**src/rtl/shot_seq_pkg.sv**
```systemverilog
package shot_seq_pkg;

    localparam int unsigned SEQ_STATE_W = 3;

    typedef enum logic [SEQ_STATE_W-1:0] {
        SQ_IDLE      = 3'd0,
        SQ_SHOOT     = 3'd1,
        SQ_SETTLE    = 3'd2,
        SQ_EXPOSE    = 3'd3,
        SQ_KICK      = 3'd4,
        SQ_TRANSPORT = 3'd5,
        SQ_FAULT     = 3'd6
    } seq_state_e;

    typedef struct packed {
        seq_state_e state;
        logic       armed;
    } seq_regs_t;

    localparam seq_regs_t SEQ_RESET = '{state: SQ_IDLE, armed: 1'b0};

endpackage

```
**src/rtl/shot_seq_next.sv**
```systemverilog
module shot_seq_next
    import shot_seq_pkg::*;
(
    input  seq_regs_t cur_i,
    input  logic      trigger_i,
    input  logic      expose_i,
    input  logic      motor_ready_i,
    input  logic      motor_err_i,
    output seq_regs_t nxt_o
);

    logic press_taken;

    always_comb begin
        nxt_o       = cur_i;
        press_taken = 1'b0;
        case (cur_i.state)
            SQ_IDLE: begin
                if (trigger_i && cur_i.armed) begin
                    nxt_o.state = SQ_SHOOT;
                    press_taken = 1'b1;
                end
            end
            SQ_SHOOT:  nxt_o.state = SQ_SETTLE;
            // exposure unit answers one cycle late: skip a cycle
            SQ_SETTLE: nxt_o.state = SQ_EXPOSE;
            SQ_EXPOSE: begin
                if (!expose_i) begin
                    nxt_o.state = SQ_KICK;
                end
            end
            SQ_KICK:   nxt_o.state = SQ_TRANSPORT;
            SQ_TRANSPORT: begin
                if (motor_err_i) begin
                    nxt_o.state = SQ_FAULT;
                end else if (motor_ready_i) begin
                    nxt_o.state = SQ_IDLE;
                end
            end
            SQ_FAULT: begin
                if (trigger_i && cur_i.armed) begin
                    nxt_o.state = SQ_IDLE;
                    press_taken = 1'b1;
                end
            end
            default:   nxt_o.state = SQ_IDLE;
        endcase

        if (!trigger_i) begin
            nxt_o.armed = 1'b1;
        end else if (press_taken) begin
            nxt_o.armed = 1'b0;
        end
    end

endmodule

```
**src/rtl/shot_seq_outdec.sv**
```systemverilog
module shot_seq_outdec
    import shot_seq_pkg::*;
(
    input  seq_state_e state_i,
    output logic       error_o,
    output logic       timer_go_o,
    output logic       motor_go_o
);

    always_comb begin
        error_o    = 1'b0;
        timer_go_o = 1'b0;
        motor_go_o = 1'b0;
        case (state_i)
            SQ_SHOOT: timer_go_o = 1'b1;
            SQ_KICK:  motor_go_o = 1'b1;
            SQ_FAULT: error_o    = 1'b1;
            default:  ;
        endcase
    end

endmodule

```
**src/rtl/shot_sequencer.sv**
```systemverilog
module shot_sequencer
    import shot_seq_pkg::*;
(
    input  logic clk_i,
    input  logic rst_i,
    input  logic trigger_i,
    input  logic expose_i,
    input  logic motor_ready_i,
    input  logic motor_err_i,
    output logic error_o,
    output logic timer_go_o,
    output logic motor_go_o
);

    seq_regs_t  regs_d;
    seq_regs_t  regs_q;
    seq_state_e cur_state;

    assign cur_state = regs_q.state;

    shot_seq_next u_next (
        .cur_i         (regs_q),
        .trigger_i     (trigger_i),
        .expose_i      (expose_i),
        .motor_ready_i (motor_ready_i),
        .motor_err_i   (motor_err_i),
        .nxt_o         (regs_d)
    );

    always_ff @(posedge clk_i or posedge rst_i) begin
        if (rst_i) begin
            regs_q <= SEQ_RESET;
        end else begin
            regs_q <= regs_d;
        end
    end

    shot_seq_outdec u_outdec (
        .state_i    (cur_state),
        .error_o    (error_o),
        .timer_go_o (timer_go_o),
        .motor_go_o (motor_go_o)
    );

endmodule

```
**config.mk**
```make
export PLATFORM = sky130hd
export DESIGN_NAME = shot_sequencer
export DESIGN_NICKNAME = d
export VERILOG_FILES = /design/src/rtl/shot_seq_pkg.sv /design/src/rtl/shot_seq_next.sv /design/src/rtl/shot_seq_outdec.sv /design/src/rtl/shot_sequencer.sv
export SDC_FILE = /design/constraint.sdc
export NUM_CORES = 1
export LEC_CHECK = 0
export ABC_AREA = 1
export BUFFER_PORTS_ARGS = -buffer_cell sky130_fd_sc_hd__buf_2
export CAP_MARGIN = 20
export CORE_AREA = 10 10 47 49
export CTS_CLUSTER_DIAMETER = 120
export DETAILED_ROUTE_END_ITERATION = 10
export DIE_AREA = 0 0 57 59
export GPL_TIMING_DRIVEN = 0
export SLEW_MARGIN = 20
export SYNTH_ARGS = -nofsm -noshare
export SYNTH_HDL_FRONTEND = slang
export SYNTH_SLANG_ARGS = --single-unit
```
**constraint.sdc**
```tcl
create_clock -name clk_i -period 1.3 [get_ports clk_i]
set_input_delay 0.325 -clock clk_i [delete_from_list [all_inputs] [get_ports clk_i]]
set_output_delay 0.325 -clock clk_i [all_outputs]
set_load 0.1 [all_outputs]
```
==> out/results.ini, run 1 <==
[timing]
tightest_slew_ps = 219
clock.fmax_ghz = 0.697
rsz0062_at_grt = yes
fin_crit_ps = 1440
fin_skew_ps = 0.910
finalWorstSetupSlack_ps = -136
period_share = 1.10
slew_headroom = 0.854
finalSetupViolations = 3
final_max_slew_viol_count = 0
final-hold-violation-count = 0

[final_layout]
instances_no_fill = 78
regArea_um2 = 103
layout_common_cells = 13 x nand2_1, 8 x buf_4, 5 x nand3_1, 5 x buf_2, 4 x inv_1
multi_input_area_um2 = 188
drive_gt1_frac = 0.565
antenna_cells = 0
nets = 70
synthToLayoutAreaGrowth_pct = 87.9
final_common_cell = nand2_1
fillCellCount = 149

[detailed_routing]
firstDrtPassIters = 4
postRouteAntennaNets = 0
drc = 0
first_iter_violations = 7
wl_per_cell_um = 10.6
vias = 321
vias_per_cell = 4.12
totalWireLength_um = 823

[floorplan]
dieArea_um2 = 3360
std_cell_rows = 14
io-pin-count = 9
core_area_um2 = 1400
die_y_um = 59
initial_core_util = 0.199
fp.dieW_um = 57

[pwr]
power_density_nw_per_um2 = 2750
p_total_mw = 1.44
power_frac_clock = 0.103
max-vdd-ir-drop_uv = 827
intPower_mw = 0.716
seq_power_share = 0.195
leakage_nw = 0.259
swShare = 0.502
switching_power_mw = 0.723
combPwrFrac = 0.702

[clocking]
ctsHtreeMaxLevel = 1
insertion_delay_ps = 230
clkSinkCount = 4
cts_root_buf = clkbuf_4
cts_max_path_buffers = 2
cts_made_buffers = 3
cts_tree = yes
clk_pin_slew_ps = 40

[grt]
antenna_found_initial = 0
grt_pass1_vias = 343
globalRouteMet1Util = 0.0489
busiest_layer = met2
track_usage = 0.0511
use_met3 = 0.0172
use_met2 = 0.0884
grt_overflow_total = 0
grt_max_degree = 6
grt_first_pass_wirelength_mm = 1.38

[worst_setup_path]
crit_type = flip-flop to output pin
ff2ff_setup_slack_ps = 40
cp-end-kind = output pin
arrival_ps = 1110
cpPeakStageDelay_ps = 450
crit_required_ps = 980
startpoint_type = flip-flop
path_cells = inv_2 > nand2_2 > nor2_4 > buf_12
slowest_stage = dfrtp_2
critPathMaxFanout = 4

[synthesis]
yosys_warnings = 0
ys_seq_elements = 4
syn_inst = 42
syn_nets = 48
syn_area_per_cell_um2 = 6.64
syn-cell-area_um2 = 279
yosys.cell_types.count = 12
seq_area_frac_synth = 0.359

[placement]
place.detailed.hpwl_um = 561
place_ws_ps = -257
placed_cells = 66
place_congestion = 0.815
io_buffers = 8

[run_status]
status = finished, violations left
violations = setup timing

[flow_run]
cap_viol_max_count = 0

[hold_path]
min_path_type = input port to flip-flop

-- per-stage QoR --
stage           util  hold WS [ps]  area (um2)  setup TNS [ps]
2_1_floorplan      -          91.1         302            -519
3_3_place_gp   0.258           203         362            -564
3_5_place_dp   0.258           207         362            -598
4_1_cts        0.367           260         514            -453
5_1_grt        0.374           264         524            -611
6_report       0.374           267         524            -369
-- Yosys cell counts --
| library cell | instances | area share |
|---|---|---|
| nor3_1 | 1 | 0.018 |
| inv_2 | 3 | 0.040 |
| nor2_2 | 2 | 0.045 |
| o2111ai_1 | 1 | 0.031 |
| nand2_2 | 2 | 0.045 |
| nor2_4 | 1 | 0.040 |
| nor2_1 | 1 | 0.013 |
| a21boi_1 | 1 | 0.027 |
| nand3_1 | 7 | 0.13 |
| inv_1 | 5 | 0.067 |
| dfrtp_1 | 4 | 0.36 |
| nand2_1 | 14 | 0.19 |
-- cell families (layout without fill, tap and decap cells) --
family / count (synthesis) / after routing / share of synthesized area
buffers and inverters: 8 / 28 / 0.108
DFF: 4 / 4 / 0.359
and+or+nand+nor: 28 / 28 / 0.475
AOI/OAI and AO/OA: 2 / 2 / 0.0583
-- area by class of cell --
cell class	count	share of cell area
inverters	8	0.0692
repair buffers	17	0.296
flip-flops and latches	4	0.196
clock buffers	3	0.0430
well taps	16	0.0382
multi-input cells	30	0.358
-- worst max-delay path, delay by kind of cell, from the launching register on --
kind                   cells  cell delay (ps)
AND/OR/NAND/NOR            2              170
flip-flops                 1              450
buffers and inverters      2              260
-- registers in the layout, indices dropped and copies added, names as in the netlist --
register and count:
cur_state 3, regs_q 1
-- routing by layer --
| layer | wire (um) | vias to the layer above |
|---|---|---|
| li1 | - | 170 |
| met1 | 330 | 144 |
| met2 | 463 | 7 |
| met3 | 28 | 0 |
| met4 | 0 | 0 |
| met5 | 0 | - |
-- what timing repair did --
action,CTS,global route
hold endpoints to repair,4,0
resized for setup,18,1
buffers inserted,7,1
endpoints found under the setup margin,3,5
pin swaps,2,1
hold buffers,1,0
-- power groups by stage --
stage	combinational, mW	sequential [mW]	clock [mW]
after floorplan	0.557	0.267	0
after global placement	0.643	0.282	0
after detailed placement	0.655	0.287	0
after CTS	0.985	0.277	0.157
after global routing	1.08	0.295	0.172
final	1.01	0.281	0.148
-- final timing paths --
kind / from / to / cells past startpoint
max in group asynchronous: rst_i / cur_state[2] / 3
worst max-delay path: cur_state[1] / motor_go_o / 4
worst min-delay path: trigger_i / regs_q[0] / 2
worst min register to register: regs_q[0] / regs_q[0] / 2
worst max register to register: cur_state[1] / cur_state[1] / 8
min in group asynchronous: rst_i / cur_state[0] / 3
Note: power is estimated with default switching activity, not from simulation.
==> inputs of run 2 (changes only) <==
--- a/config.mk
+++ b/config.mk
@@ -13,6 +13,7 @@
 export DETAILED_ROUTE_END_ITERATION = 10
 export DIE_AREA = 0 0 57 59
 export GPL_TIMING_DRIVEN = 0
+export REMOVE_ABC_BUFFERS = 1
 export SLEW_MARGIN = 20
 export SYNTH_ARGS = -nofsm -noshare
 export SYNTH_HDL_FRONTEND = slang
==> run 2 against run 1 <==
Effect of this change: the flow still finishes with violations (setup timing); flip-flop and latch count unchanged; sequential share of layout area about the same; total power down 1.7%; non-clock buffer count up 1; die area unchanged; critical path depth down 2; count of clock-buffer cells in the layout unchanged; maximum frequency up 0.82%; utilization up 0.089 points; hold slack better by 4.9 ps; combinational power about the same; critical endpoint is now timer_go_o; largest power group unchanged.
==> out/results.ini, run 2 (synthesis results as in run 1) <==
[run_status]
status = finished, violations left  ; unchanged
violations = setup timing  ; unchanged

[detailed_routing]
wl_per_cell_um = 9.66  ; was 10.6 um
vias = 324  ; was 321
firstDrtPassIters = 4  ; unchanged
first_iter_violations = 1  ; was 7
vias_per_cell = 4.10  ; was 4.12
postRouteAntennaNets = 0  ; unchanged
drc = 0  ; unchanged
totalWireLength_um = 763  ; was 823 um

[floorplan]
initial_core_util = 0.199  ; unchanged
dieArea_um2 = 3360  ; unchanged
die_y_um = 59  ; unchanged
io-pin-count = 9  ; unchanged
std_cell_rows = 14  ; unchanged
fp.dieW_um = 57  ; unchanged
core_area_um2 = 1400  ; unchanged

[grt]
track_usage = 0.0494  ; was 0.0511
grt_pass1_vias = 358  ; was 343
grt_overflow_total = 0  ; unchanged
grt_max_degree = 7  ; was 6
antenna_found_initial = 0  ; unchanged
grt_first_pass_wirelength_mm = 1.36  ; was 1.38 mm

[pwr]
max-vdd-ir-drop_uv = 852  ; was 827 uV
leakage_nw = 0.268  ; was 0.259 nW
p_total_mw = 1.41  ; was 1.44 mW
power_density_nw_per_um2 = 2690  ; was 2750 nW/um2

[worst_setup_path]
startpoint_type = flip-flop  ; unchanged
rr_worst_depth = 8  ; unchanged
path_cells = nor3_2 > buf_6  ; was inv_2 > nand2_2 > nor2_4 > buf_12
crit_start = cur_state[1]  ; unchanged
cp-end-kind = output pin  ; unchanged
critPathMaxFanout = 5  ; was 4
rr_startpoint = cur_state[1]  ; unchanged
arrival_ps = 1100  ; was 1110 ps
slowest_stage = dfrtp_2  ; unchanged
crit_type = flip-flop to output pin  ; unchanged
crit_required_ps = 980  ; about the same
cpPeakStageDelay_ps = 430  ; was 450 ps

[clocking]
cts_root_buf = clkbuf_4  ; unchanged
ctsHtreeMaxLevel = 1  ; unchanged
cts_made_buffers = 3  ; unchanged
clk_pin_slew_ps = 30  ; was 40 ps
clkSinkCount = 4  ; unchanged
cts_tree = yes  ; unchanged
cts_max_path_buffers = 2  ; unchanged
insertion_delay_ps = 230  ; about the same

[final_layout]
fin_util = 0.375  ; was 0.374
layout_common_cells = 13 x nand2_1, 9 x buf_4, 5 x buf_2  ; was 13 x nand2_1, 8 x buf_4, 5 x nand3_1, 5 x buf_2, 4 x inv_1
nets = 71  ; was 70
drive_gt1_frac = 0.603  ; was 0.565
synthToLayoutAreaGrowth_pct = 88.3  ; was 87.9%
antenna_cells = 0  ; unchanged
largest_register_ffs = 3  ; unchanged
final_common_cell = nand2_1  ; unchanged

[hold_path]
min_path_type = input port to flip-flop  ; unchanged
hp-start = trigger_i  ; unchanged
holdPathStages = 2  ; unchanged

[timing]
slew_headroom = 0.865  ; was 0.854
fin_crit_ps = 1420  ; was 1440 ps
fin_skew_ps = 0.434  ; was 0.910 ps
finalWorstSetupSlack_ps = -124  ; was -136 ps
final_max_slew_viol_count = 0  ; unchanged
clock.fmax_ghz = 0.702  ; was 0.697 GHz
rsz0062_at_grt = yes  ; unchanged
final-hold-violation-count = 0  ; unchanged
tightest_slew_ps = 203  ; was 219 ps
period_share = 1.10  ; about the same
finalSetupViolations = 3  ; unchanged
hold_slack_ps = 272  ; was 267 ps

[placement]
place.detailed.hpwl_um = 510  ; was 561 um
io_buffers = 8  ; unchanged
place_ws_ps = -151  ; was -257 ps
place_congestion = 0.671  ; was 0.815

[flow_run]
cap_viol_max_count = 0  ; unchanged

## run 2: through the flow
stage | area [um2] | instances | TNS [ps]
global route | 526 | 79 | -498
floorplan | 279 | 42 | -2600
finish | 526 | 79 | -312
global placement | 339 | 66 | -393
detailed placement | 339 | 66 | -400
CTS | 517 | 78 | -431
## run 2: cell type report
type,instances,area [um2]
Clock buffer,3,22.5
Fill cell,156,876
Inverter,8,30.0
Multi-Input combinational cell,30,196
Sequential cell,4,103
Tap cell,16,20.0
Timing Repair Buffer,18,154
## run 2: final timing paths
check	end	slack, ps
min in group asynchronous	cur_state[0]	510
max in group asynchronous	cur_state[2]	630
max reg2reg	cur_state[1]	60
min reg2reg	regs_q[0]	500
min	regs_q[0]	270
max	timer_go_o	-120
## run 2: worst max-delay path: cells and delay by family, from the launching register on
| kind | cells | cell delay, ps |
|---|---|---|
| AND/OR/NAND/NOR | 1 | 190 |
| flip-flops | 1 | 430 |
| buffers and inverters | 1 | 250 |
## run 2: power by group
part	leakage (nW)	internal (mW)	switching (mW)
combinational	0.210	0.419	0.591
clock	0.0138	0.103	0.0434
sequential	0.0442	0.193	0.0653
## run 2: layer usage
metal  wire length (um)  track usage
met1                291       0.0455
met2                419       0.0899
met3                 51       0.0193
met4                  0       0.0302
met5                  0            0
## run 2: what timing repair did
action | CTS | global route
endpoints found under the setup margin | 3 | 6
pin swaps | 5 | 6
hold buffers | 1 | 0
endpoints found under the hold margin | 4 | 0
buffers inserted | 9 | 2
resized for setup | 23 | 1
